**src/rtl/sdram_init_pkg.sv**
```systemverilog
package sdram_init_pkg;

    localparam int SD_AW    = 13;
    localparam int A10_BIT  = 10;
    localparam int OPM_W    = 3;

    localparam logic [OPM_W-1:0] OPM_NORMAL    = 3'b000;
    localparam logic [OPM_W-1:0] OPM_NOP       = 3'b001;
    localparam logic [OPM_W-1:0] OPM_PRECHARGE = 3'b010;
    localparam logic [OPM_W-1:0] OPM_LOADMODE  = 3'b011;
    localparam logic [OPM_W-1:0] OPM_REFRESH   = 3'b100;

    typedef enum logic [1:0] {
        CMD_NOP,
        CMD_PRE,
        CMD_REF,
        CMD_LMR
    } cmd_kind_e;

    typedef struct packed {
        logic cs_n;
        logic ras_n;
        logic cas_n;
        logic we_n;
    } pin_cmd_t;

    localparam pin_cmd_t PINS_DESELECT = '{cs_n: 1'b1, ras_n: 1'b1, cas_n: 1'b1, we_n: 1'b1};

    function automatic cmd_kind_e decode_op(input logic [OPM_W-1:0] op);
        cmd_kind_e k;
        unique case (op)
            OPM_PRECHARGE: k = CMD_PRE;
            OPM_LOADMODE:  k = CMD_LMR;
            OPM_REFRESH:   k = CMD_REF;
            default:       k = CMD_NOP;
        endcase
        return k;
    endfunction

    function automatic pin_cmd_t pins_for(input cmd_kind_e k);
        pin_cmd_t p;
        unique case (k)
            CMD_NOP: p = '{cs_n: 1'b0, ras_n: 1'b1, cas_n: 1'b1, we_n: 1'b1};
            CMD_PRE: p = '{cs_n: 1'b0, ras_n: 1'b0, cas_n: 1'b1, we_n: 1'b0};
            CMD_REF: p = '{cs_n: 1'b0, ras_n: 1'b0, cas_n: 1'b0, we_n: 1'b1};
            CMD_LMR: p = '{cs_n: 1'b0, ras_n: 1'b0, cas_n: 1'b0, we_n: 1'b0};
        endcase
        return p;
    endfunction

    function automatic logic [SD_AW-1:0] mode_word(input logic cl3);
        logic [SD_AW-1:0] w;
        w         = '0;
        w[2:0]    = 3'b010;
        w[3]      = 1'b1;
        w[6:4]    = cl3 ? 3'b011 : 3'b010;
        w[8:7]    = 2'b00;
        w[9]      = 1'b1;
        w[12:10]  = 3'b000;
        return w;
    endfunction

endpackage

```
**src/rtl/sdram_pwrup_timer.sv**
```systemverilog
module sdram_pwrup_timer #(
    parameter int DELAY_CYC = 3334
) (
    input  logic clk,
    input  logic rst_n,
    output logic done
);
    localparam int CW = $clog2(DELAY_CYC + 1);
    localparam logic [CW-1:0] LIMIT = CW'(DELAY_CYC);

    logic [CW-1:0] count_q;

    always_ff @(posedge clk) begin
        if (!rst_n) begin
            count_q <= '0;
        end else if (count_q != LIMIT) begin
            count_q <= count_q + 1'b1;
        end
    end

    always_comb begin
        done = (count_q == LIMIT);
    end

endmodule

```
**src/rtl/sdram_access_fsm.sv**
```systemverilog
module sdram_access_fsm
    import sdram_init_pkg::*;
#(
    parameter int HADDR_W = 24,
    parameter int REC_CYC = 3
) (
    input  logic               clk,
    input  logic               rst_n,
    input  logic [OPM_W-1:0]   op_mode,
    input  logic               host_req,
    input  logic               host_we,
    input  logic [HADDR_W-1:0] host_addr,
    output logic               host_ack,
    output logic               norm_req,
    output logic               norm_we,
    output logic [HADDR_W-1:0] norm_addr,
    output logic               cmd_fire,
    output cmd_kind_e          cmd_kind
);
    localparam int RW = (REC_CYC > 1) ? $clog2(REC_CYC) : 1;
    localparam logic [RW-1:0] REC_LAST = RW'(REC_CYC - 1);

    typedef enum logic [1:0] {
        ST_IDLE,
        ST_ISSUE,
        ST_RECOVER,
        ST_PASS
    } acc_state_e;

    acc_state_e         state_q, state_d;
    logic [RW-1:0]      rec_q;
    cmd_kind_e          kind_q;
    logic               we_q;
    logic [HADDR_W-1:0] addr_q;

    // state register
    always_ff @(posedge clk) begin
        if (!rst_n) begin
            state_q <= ST_IDLE;
        end else begin
            state_q <= state_d;
        end
    end

    // next state
    always_comb begin
        state_d = state_q;
        unique case (state_q)
            ST_IDLE: begin
                if (host_req) begin
                    state_d = (op_mode == OPM_NORMAL) ? ST_PASS : ST_ISSUE;
                end
            end
            ST_ISSUE:   state_d = ST_RECOVER;
            ST_RECOVER: begin
                if (rec_q == REC_LAST) begin
                    state_d = ST_IDLE;
                end
            end
            ST_PASS:    state_d = ST_IDLE;
        endcase
    end

    // captured request and recovery counter
    always_ff @(posedge clk) begin
        if (!rst_n) begin
            rec_q  <= '0;
            kind_q <= CMD_NOP;
            we_q   <= 1'b0;
            addr_q <= '0;
        end else begin
            if (state_q == ST_IDLE && host_req) begin
                kind_q <= decode_op(op_mode);
                we_q   <= host_we;
                addr_q <= host_addr;
            end
            if (state_q == ST_RECOVER) begin
                rec_q <= rec_q + 1'b1;
            end else begin
                rec_q <= '0;
            end
        end
    end

    // outputs
    always_comb begin
        host_ack  = 1'b0;
        norm_req  = 1'b0;
        cmd_fire  = 1'b0;
        unique case (state_q)
            ST_IDLE:    ;
            ST_ISSUE:   cmd_fire = 1'b1;
            ST_RECOVER: host_ack = (rec_q == REC_LAST);
            ST_PASS: begin
                norm_req = 1'b1;
                host_ack = 1'b1;
            end
        endcase
        cmd_kind  = kind_q;
        norm_we   = we_q & norm_req;
        norm_addr = norm_req ? addr_q : '0;
    end

endmodule

```
**src/rtl/sdram_cmd_drive.sv**
```systemverilog
module sdram_cmd_drive
    import sdram_init_pkg::*;
#(
    parameter int CS_N = 4
) (
    input  logic             cmd_fire,
    input  cmd_kind_e        cmd_kind,
    input  logic             cas_lat3,
    output logic [CS_N-1:0]  sd_cs_n,
    output logic             sd_ras_n,
    output logic             sd_cas_n,
    output logic             sd_we_n,
    output logic [SD_AW-1:0] sd_addr
);
    pin_cmd_t pins;

    always_comb begin
        pins    = PINS_DESELECT;
        sd_addr = '0;
        if (cmd_fire) begin
            pins = pins_for(cmd_kind);
            unique case (cmd_kind)
                CMD_PRE: sd_addr[A10_BIT] = 1'b1;
                CMD_LMR: sd_addr = mode_word(cas_lat3);
                CMD_NOP, CMD_REF: ;
            endcase
        end
    end

    // every chip select follows the same command
    for (genvar g = 0; g < CS_N; g++) begin : g_cs
        assign sd_cs_n[g] = pins.cs_n;
    end

    assign sd_ras_n = pins.ras_n;
    assign sd_cas_n = pins.cas_n;
    assign sd_we_n  = pins.we_n;

endmodule

```
**src/rtl/sdram_init_tracker.sv**
```systemverilog
module sdram_init_tracker
    import sdram_init_pkg::*;
(
    input  logic      clk,
    input  logic      rst_n,
    input  logic      cmd_fire,
    input  cmd_kind_e cmd_kind,
    input  logic      delay_done,
    output logic      init_ok
);
    typedef enum logic [2:0] {
        TR_START,
        TR_NOPSEEN,
        TR_PRECHARGED,
        TR_REF_ONE,
        TR_REF_TWO,
        TR_DONE
    } trk_state_e;

    trk_state_e tr_q, tr_d;

    always_ff @(posedge clk) begin
        if (!rst_n) begin
            tr_q <= TR_START;
        end else begin
            tr_q <= tr_d;
        end
    end

    always_comb begin
        tr_d = tr_q;
        if (cmd_fire) begin
            if (cmd_kind == CMD_NOP) begin
                tr_d = (tr_q == TR_START) ? TR_NOPSEEN : tr_q;
            end else if (!delay_done) begin
                tr_d = TR_START;
            end else begin
                unique case (tr_q)
                    TR_START:      tr_d = TR_START;
                    TR_NOPSEEN:    tr_d = (cmd_kind == CMD_PRE) ? TR_PRECHARGED : TR_START;
                    TR_PRECHARGED: begin
                        if (cmd_kind == CMD_REF)      tr_d = TR_REF_ONE;
                        else if (cmd_kind == CMD_PRE) tr_d = TR_PRECHARGED;
                        else                          tr_d = TR_START;
                    end
                    TR_REF_ONE:    tr_d = (cmd_kind == CMD_REF) ? TR_REF_TWO : TR_START;
                    TR_REF_TWO: begin
                        if (cmd_kind == CMD_REF)      tr_d = TR_REF_TWO;
                        else if (cmd_kind == CMD_LMR) tr_d = TR_DONE;
                        else                          tr_d = TR_START;
                    end
                    TR_DONE:       tr_d = TR_START;
                    default:       tr_d = TR_START;
                endcase
            end
        end
    end

    always_comb begin
        init_ok = (tr_q == TR_DONE);
    end

endmodule

```
**src/rtl/sdram_init_cmdgen.sv**
```systemverilog
module sdram_init_cmdgen
    import sdram_init_pkg::*;
#(
    parameter int HADDR_W   = 24,
    parameter int CS_N      = 4,
    parameter int REC_CYC   = 3,
    parameter int DELAY_CYC = 3334
) (
    input  logic               clk,
    input  logic               rst_n,
    input  logic [2:0]         op_mode,
    input  logic               cas_lat3,
    input  logic               host_req,
    input  logic               host_we,
    input  logic [HADDR_W-1:0] host_addr,
    output logic               host_ack,
    output logic               norm_req,
    output logic               norm_we,
    output logic [HADDR_W-1:0] norm_addr,
    output logic [CS_N-1:0]    sd_cs_n,
    output logic               sd_ras_n,
    output logic               sd_cas_n,
    output logic               sd_we_n,
    output logic [12:0]        sd_addr,
    output logic               delay_done,
    output logic               init_ok
);
    logic      cmd_fire;
    cmd_kind_e cmd_kind;

    sdram_pwrup_timer #(
        .DELAY_CYC (DELAY_CYC)
    ) u_timer (
        .clk   (clk),
        .rst_n (rst_n),
        .done  (delay_done)
    );

    sdram_access_fsm #(
        .HADDR_W (HADDR_W),
        .REC_CYC (REC_CYC)
    ) u_fsm (
        .clk       (clk),
        .rst_n     (rst_n),
        .op_mode   (op_mode),
        .host_req  (host_req),
        .host_we   (host_we),
        .host_addr (host_addr),
        .host_ack  (host_ack),
        .norm_req  (norm_req),
        .norm_we   (norm_we),
        .norm_addr (norm_addr),
        .cmd_fire  (cmd_fire),
        .cmd_kind  (cmd_kind)
    );

    sdram_cmd_drive #(
        .CS_N (CS_N)
    ) u_drive (
        .cmd_fire (cmd_fire),
        .cmd_kind (cmd_kind),
        .cas_lat3 (cas_lat3),
        .sd_cs_n  (sd_cs_n),
        .sd_ras_n (sd_ras_n),
        .sd_cas_n (sd_cas_n),
        .sd_we_n  (sd_we_n),
        .sd_addr  (sd_addr)
    );

    sdram_init_tracker u_tracker (
        .clk        (clk),
        .rst_n      (rst_n),
        .cmd_fire   (cmd_fire),
        .cmd_kind   (cmd_kind),
        .delay_done (delay_done),
        .init_ok    (init_ok)
    );

endmodule

```
**config.mk**
```make
export PLATFORM = sky130hd
export DESIGN_NAME = sdram_init_cmdgen
export DESIGN_NICKNAME = d
export VERILOG_FILES = /design/src/rtl/sdram_init_pkg.sv /design/src/rtl/sdram_pwrup_timer.sv /design/src/rtl/sdram_access_fsm.sv /design/src/rtl/sdram_cmd_drive.sv /design/src/rtl/sdram_init_tracker.sv /design/src/rtl/sdram_init_cmdgen.sv
export SDC_FILE = /design/constraint.sdc
export NUM_CORES = 1
export LEC_CHECK = 0
export BUFFER_PORTS_ARGS = -buffer_cell sky130_fd_sc_hd__buf_2
export CAP_MARGIN = 15
export CORE_AREA = 2 2 69 71
export CTS_CLUSTER_SIZE = 10
export DETAILED_ROUTE_END_ITERATION = 12
export DIE_AREA = 0 0 71 73
export PLACE_DENSITY = 0.82
export SLEW_MARGIN = 15
export SYNTH_ARGS = -nofsm -noshare
export SYNTH_HDL_FRONTEND = slang
export SYNTH_SLANG_ARGS = --single-unit
```
**constraint.sdc**
```tcl
create_clock -name clk -period 2.9 [get_ports clk]
set_clock_uncertainty 0.2 [all_clocks]
set_input_delay 0.435 -clock clk [delete_from_list [all_inputs] [get_ports clk]]
set_output_delay 0.435 -clock clk [all_outputs]
set_load 0.02 [all_outputs]
```
* Word level (Yosys, flattened, before mapping)
Index checks and enable logic that the tools add are counted.
** Word-level totals
- RAM bits :: 0
- Register bits :: 46
- Latch bits :: 0
- Output and inout bits :: 49
- Memories :: 0
- Logic and storage cells :: 62
- ROM bits :: 0
** Cells by class
- Order comparisons :: 0
- Mux-type cells :: 24
- Divide/modulo/power cells :: 0
- Multipliers :: 0
- Bitwise operators :: 1
- $add $sub $neg :: 2
- Reductions and logical operators :: 8
- Eq/ne operators :: 20
- Shifts and indexed selects :: 0
** Operator list (number)
- 24-bit 2-to-1 mux :: 1
- 3-bit 2-to-1 mux :: 7
- 4-bit one-hot mux with 4 select lines :: 1
- 12-bit by 1-bit adder with 12-bit output (second input constant) :: 1
- 12-bit == test (second input constant) :: 1
- 3-bit by 2-bit == test with 1-bit output (second input constant) :: 4
- 12-bit != test (second input constant) :: 1
- 3-bit one-hot mux with 4 select lines :: 1
- 11-bit 2-to-1 mux :: 1
- 2-bit == test (second input constant) :: 5
- 10-bit 2-to-1 mux :: 1
- 3-bit == test (second input constant) :: 3
- 2-bit 2-to-1 mux :: 4
- 2-bit one-hot mux with 4 select lines :: 1
- 3-bit logical NOT :: 2
- 2-bit one-hot mux with 3 select lines :: 1
- 2-bit AND reduction :: 3
- 2-bit by 1-bit == test with 1-bit output (second input constant) :: 2
- 2-bit logical NOT :: 2
- 1-bit 2-to-1 mux :: 4
- 4-bit 2-to-1 mux :: 1
- 2-bit != test (second input constant) :: 2
- 3-bit by 1-bit == test with 1-bit output (second input constant) :: 1
- 2-bit by 1-bit adder with 2-bit output (second input constant) :: 1
- other kinds (4) :: 4

* Depth between registers and ports, before layout
- Word-level depth :: 6
- Mapped depth :: 7
- Gate-level depth less buffers :: 7

* Cells and area by module
A second synthesis with hierarchy kept.
** Unflattened totals
- Cell total of the unflattened synthesis :: 299
- Area, all modules :: 2501.1 sq um
** By module, submodules not included
- sdram_access_fsm :: instances 1, area an instance 1398.8 sq um, seq. area each 620.6 sq um, cells each 167
- sdram_pwrup_timer :: instances 1, area an instance 649.4 sq um, seq. area each 240.2 sq um, cells each 76
- sdram_init_tracker :: instances 1, area an instance 309.0 sq um, seq. area each 60.1 sq um, cells each 35
- sdram_cmd_drive :: instances 1, area an instance 143.9 sq um, seq. area each 0.0 sq um, cells each 21

* Least setup slack after synthesis
No wires, ideal clock.
- Path type :: register to output
- From :: register u_fsm.state_q[0]
- To :: output port sd_cas_n
- Buffers on the path :: 0
- Cell stages (with the launch flop) :: 4
- Required time :: 2265 ps
- Data arrival time :: 1204 ps
- Setup slack :: 1061 ps
- Cells stage by stage :: dfxtp_1 > nor2b_1 > inv_1 > or3_1
** On the way
- Word-level cells in the longest chain between the ends :: 3
** Ends and longest elaborated chain
- from (decl) :: line sdram_access_fsm.sv:30 : acc_state_e state_q, state_d;
- from (signal assigned) :: line sdram_access_fsm.sv:41 : state_q <= state_d;
- 2-bit by 1-bit == test with 1-bit output :: line sdram_access_fsm.sv:90 : unique case (state_q)
- 1-bit 2-to-1 mux :: line sdram_access_fsm.sv:90
- 4-bit 2-to-1 mux :: line sdram_cmd_drive.sv:20 : if (cmd_fire) begin
- to (decl) :: line sdram_init_cmdgen.sv:22 : output logic sd_cas_n,
No other way between the ends.

* Worst setup path after layout
- From :: register u_fsm.state_q[1]
- To :: output port sd_we_n
** On the way
- Word-level cells in the longest chain between the ends :: 3
** Ends and longest elaborated chain
- 2-bit by 1-bit == test with 1-bit output :: line sdram_access_fsm.sv:90
- 1-bit 2-to-1 mux :: line sdram_access_fsm.sv:90
- 4-bit 2-to-1 mux :: line sdram_cmd_drive.sv:20
- to (decl) :: line sdram_init_cmdgen.sv:23 : output logic sd_we_n,
No other way between the ends.

==> flow_summary.ini <==
[floorplanning]
start_util = 0.502
num_rows = 25
io-pin-count = 81
die_y_um = 73
die_area_mm2 = 0.00518
coreArea_mm2 = 0.00454
chipWidth_um = 71

[timing]
fin_ws_ns = 0.605
rsz0062_at_grt = false
hold_ws_ns = 0.176
slew_viol_final = 0
layout_min_cycle_time_ns = 2.30
relSlewSlack = 0.399
fin_crit_sh = 0.792
setup_viol = 0
tightest_slew_ns = 0.902
finalSetupTns_ns = 0
fmax_mhz = 436
hold_viol = 0

[synthesis]
syn_area_mm2 = 0.00228
synth.distinct_cells = 38
dominantRegCellSynth = dfxtp_1
syn_inst = 286
synthArstFlopShare = 0
synth.avg_cell_area_um2 = 7.96
synth.top_cell.area_share = 0.404
yosysWarnings = 0
synth_area_leaders = dfxtp_1, nand2_1, and3_1, a21oi_1, ha_1
ys_ff_latch = 46
synth_edf_count = 0
ys_seq_area_frac = 0.404
yosys.area.top_type = dfxtp_1

[clocking]
htreeDepth = 2
cts_setup_buffers = 0
cts_tree = yes
worstSkewPairLatency_ns = 0.29
post_cts_resized = 0
postCtsHoldBufs = 0
cts_buffer_depth = 2
root_buffer = clkbuf_8
cts_sinks = 46
clk_pin_slew_worst_paths_ns = 0.08
cts_made_buffers = 5

[worst_hold_path]
min_path_type = in2reg
min-delay-start = host_we
min_to = u_fsm.we_q$_SDFFE_PN0P_
holdPathStages = 3

[pwr]
pwr_density_cell_mw_per_mm2 = 453
max-vdd-ir-drop_uv = 329
power_leakage_uw = 0.00129

[layout]
final_nets = 388
final_cell_mix = buf_2, nand2_1, dfxtp_1
area_growth_pct = 17.4
final_core_util = 0.590
layout_commonest_cell = buf_2
drive_gt1_frac = 0.256
diodes = 0

[global_routing]
grt_pass1_wl_um = 7820
grt_pass1_vias = 1884
grt.overflow.total = 0
grt_usage = 0.187
grt_max_degree = 30
antenna_found_initial = 0

[setup_path]
crit_chain = nor2b_1 > inv_1 > or3_1 > buf_2
r2r_start = u_fsm.state_q[1]$_SDFFE_PN0P_
cp_data_arrival_time_ns = 1.66
path_buf_inv = 2
crit_type = reg2out
crit_path_end_kind = primary output
rr_worst_depth = 5
crit_required_ns = 2.27
cp_max_fo = 10
cp-start-kind = flip-flop
slowest_delay_ns = 0.40
r2r_slack_ns = 0.77
cp_top_family = simple AND/OR/NAND/NOR gates
cpMaxStageDelayCell = dfxtp_1
reg2reg_to = u_fsm.cmd_kind[0]$_SDFFE_PN0P_

[place]
dp_hpwl_um = 3410
place_congestion = 0.787
pre_cts_slack_ns = 0.770
io_buffers = 73

[route]
finalWirelength_um = 4700
post_drt_via_cell_ratio = 5.02
first_iter_violations = 126
drt_pass1_iterations = 4
route.detailed.drc = 0
vias = 2012
antenna_left = 0
avgRoutedWirePerCell_um = 11.7

[status]
outcome = finished, final reports clean

[run]
maxCapViolations = 0
-- worst max-delay path by stage --
stage / startpoint / end / slack [ns] / depth (start not counted)
3_5_place_dp: u_fsm.state_q[1]$_SDFFE_PN0P_ / u_fsm.cmd_kind[0]$_SDFFE_PN0P_ / 0.77 / 5
3_3_place_gp: u_fsm.state_q[1]$_SDFFE_PN0P_ / u_fsm.cmd_kind[0]$_SDFFE_PN0P_ / 0.79 / 5
5_1_grt: u_fsm.state_q[1]$_SDFFE_PN0P_ / sd_cas_n / 0.43 / 4
4_1_cts: u_fsm.state_q[1]$_SDFFE_PN0P_ / sd_we_n / 0.57 / 4
6_report: u_fsm.state_q[1]$_SDFFE_PN0P_ / sd_we_n / 0.60 / 4
2_1_floorplan: u_fsm.state_q[0]$_SDFFE_PN0P_ / sd_cas_n / 1.06 / 3
-- synthesized netlist by cell type, types with 3 or more instances --
| library cell | number |
|---|---|
| nor2b_1 | 3 |
| or3_1 | 5 |
| nand3b_1 | 4 |
| xnor2_1 | 3 |
| clkbuf_1 | 13 |
| a21oi_1 | 31 |
| dfxtp_1 | 46 |
| xor2_1 | 4 |
| ha_1 | 9 |
| buf_2 | 3 |
| nand3_1 | 5 |
| nor3_1 | 3 |
| nand4_1 | 3 |
| nand2_1 | 60 |
| inv_1 | 7 |
| a211oi_1 | 4 |
| buf_4 | 13 |
| o21ai_0 | 4 |
| nand2b_1 | 3 |
| and2_1 | 5 |
| and3_1 | 27 |
| nor2_1 | 15 |
-- routing by layer --
metal / vias to the layer above / wire length, µm / global-route usage
met5: - / 0 / 0
met3: 5 / 300 / 0.0580
met4: 0 / 45 / 0.0566
met1: 899 / 2030 / 0.211
li1: 1056 / - / -
met2: 52 / 2320 / 0.339
-- layout make-up --
class / count / area, µm²
Multi-Input combinational cell: 207 / 1170
Timing Repair Buffer: 78 / 403
Fill cell: 408 / 1860
Sequential cell: 46 / 921
Tap cell: 54 / 67.6
Clock buffer: 7 / 76.3
Inverter: 9 / 33.8
-- report_power, final --
part	internal (µW)	switching, µW
clock	166	195
sequential	665	21.6
combinational	60.6	104
-- registers in the layout (all words and copies together) (netlist names) --
register         flops
u_fsm.rec_q          2
u_tracker.tr_q       3
u_fsm.cmd_kind       2
u_fsm.state_q        2
u_fsm.we_q           1
u_fsm.addr_q        24
u_timer.count_q     12
-- per-stage QoR --
step | area, µm² | cells | total power (µW)
2_1_floorplan | 2300 | 292 | 822
3_3_place_gp | 2600 | 394 | 862
3_5_place_dp | 2600 | 394 | 867
4_1_cts | 2670 | 401 | 1220
5_1_grt | 2670 | 401 | 1270
6_report | 2670 | 401 | 1210
-- cell families after synthesis --
logic type / Yosys count / synth area share
multiplexers: 1 / 0.00440
AND/OR/NAND/NOR: 137 / 0.306
buffers and inverters: 39 / 0.0907
AO/OA/AOI/OAI: 46 / 0.116
XOR/XNOR: 7 / 0.0269
flip-flops: 46 / 0.404
adder cells (fa/ha/maj): 9 / 0.0495
other: 1 / 0.00165
-- worst reg2reg max path, stage by stage (launching register included) --
cell      delay (ns)
dfxtp_1         0.40
buf_4           0.23
nor2_1          0.18
and2_1          0.74
nand3b_1        0.15
a21oi_1         0.17
(Power assumes the default switching activity.)
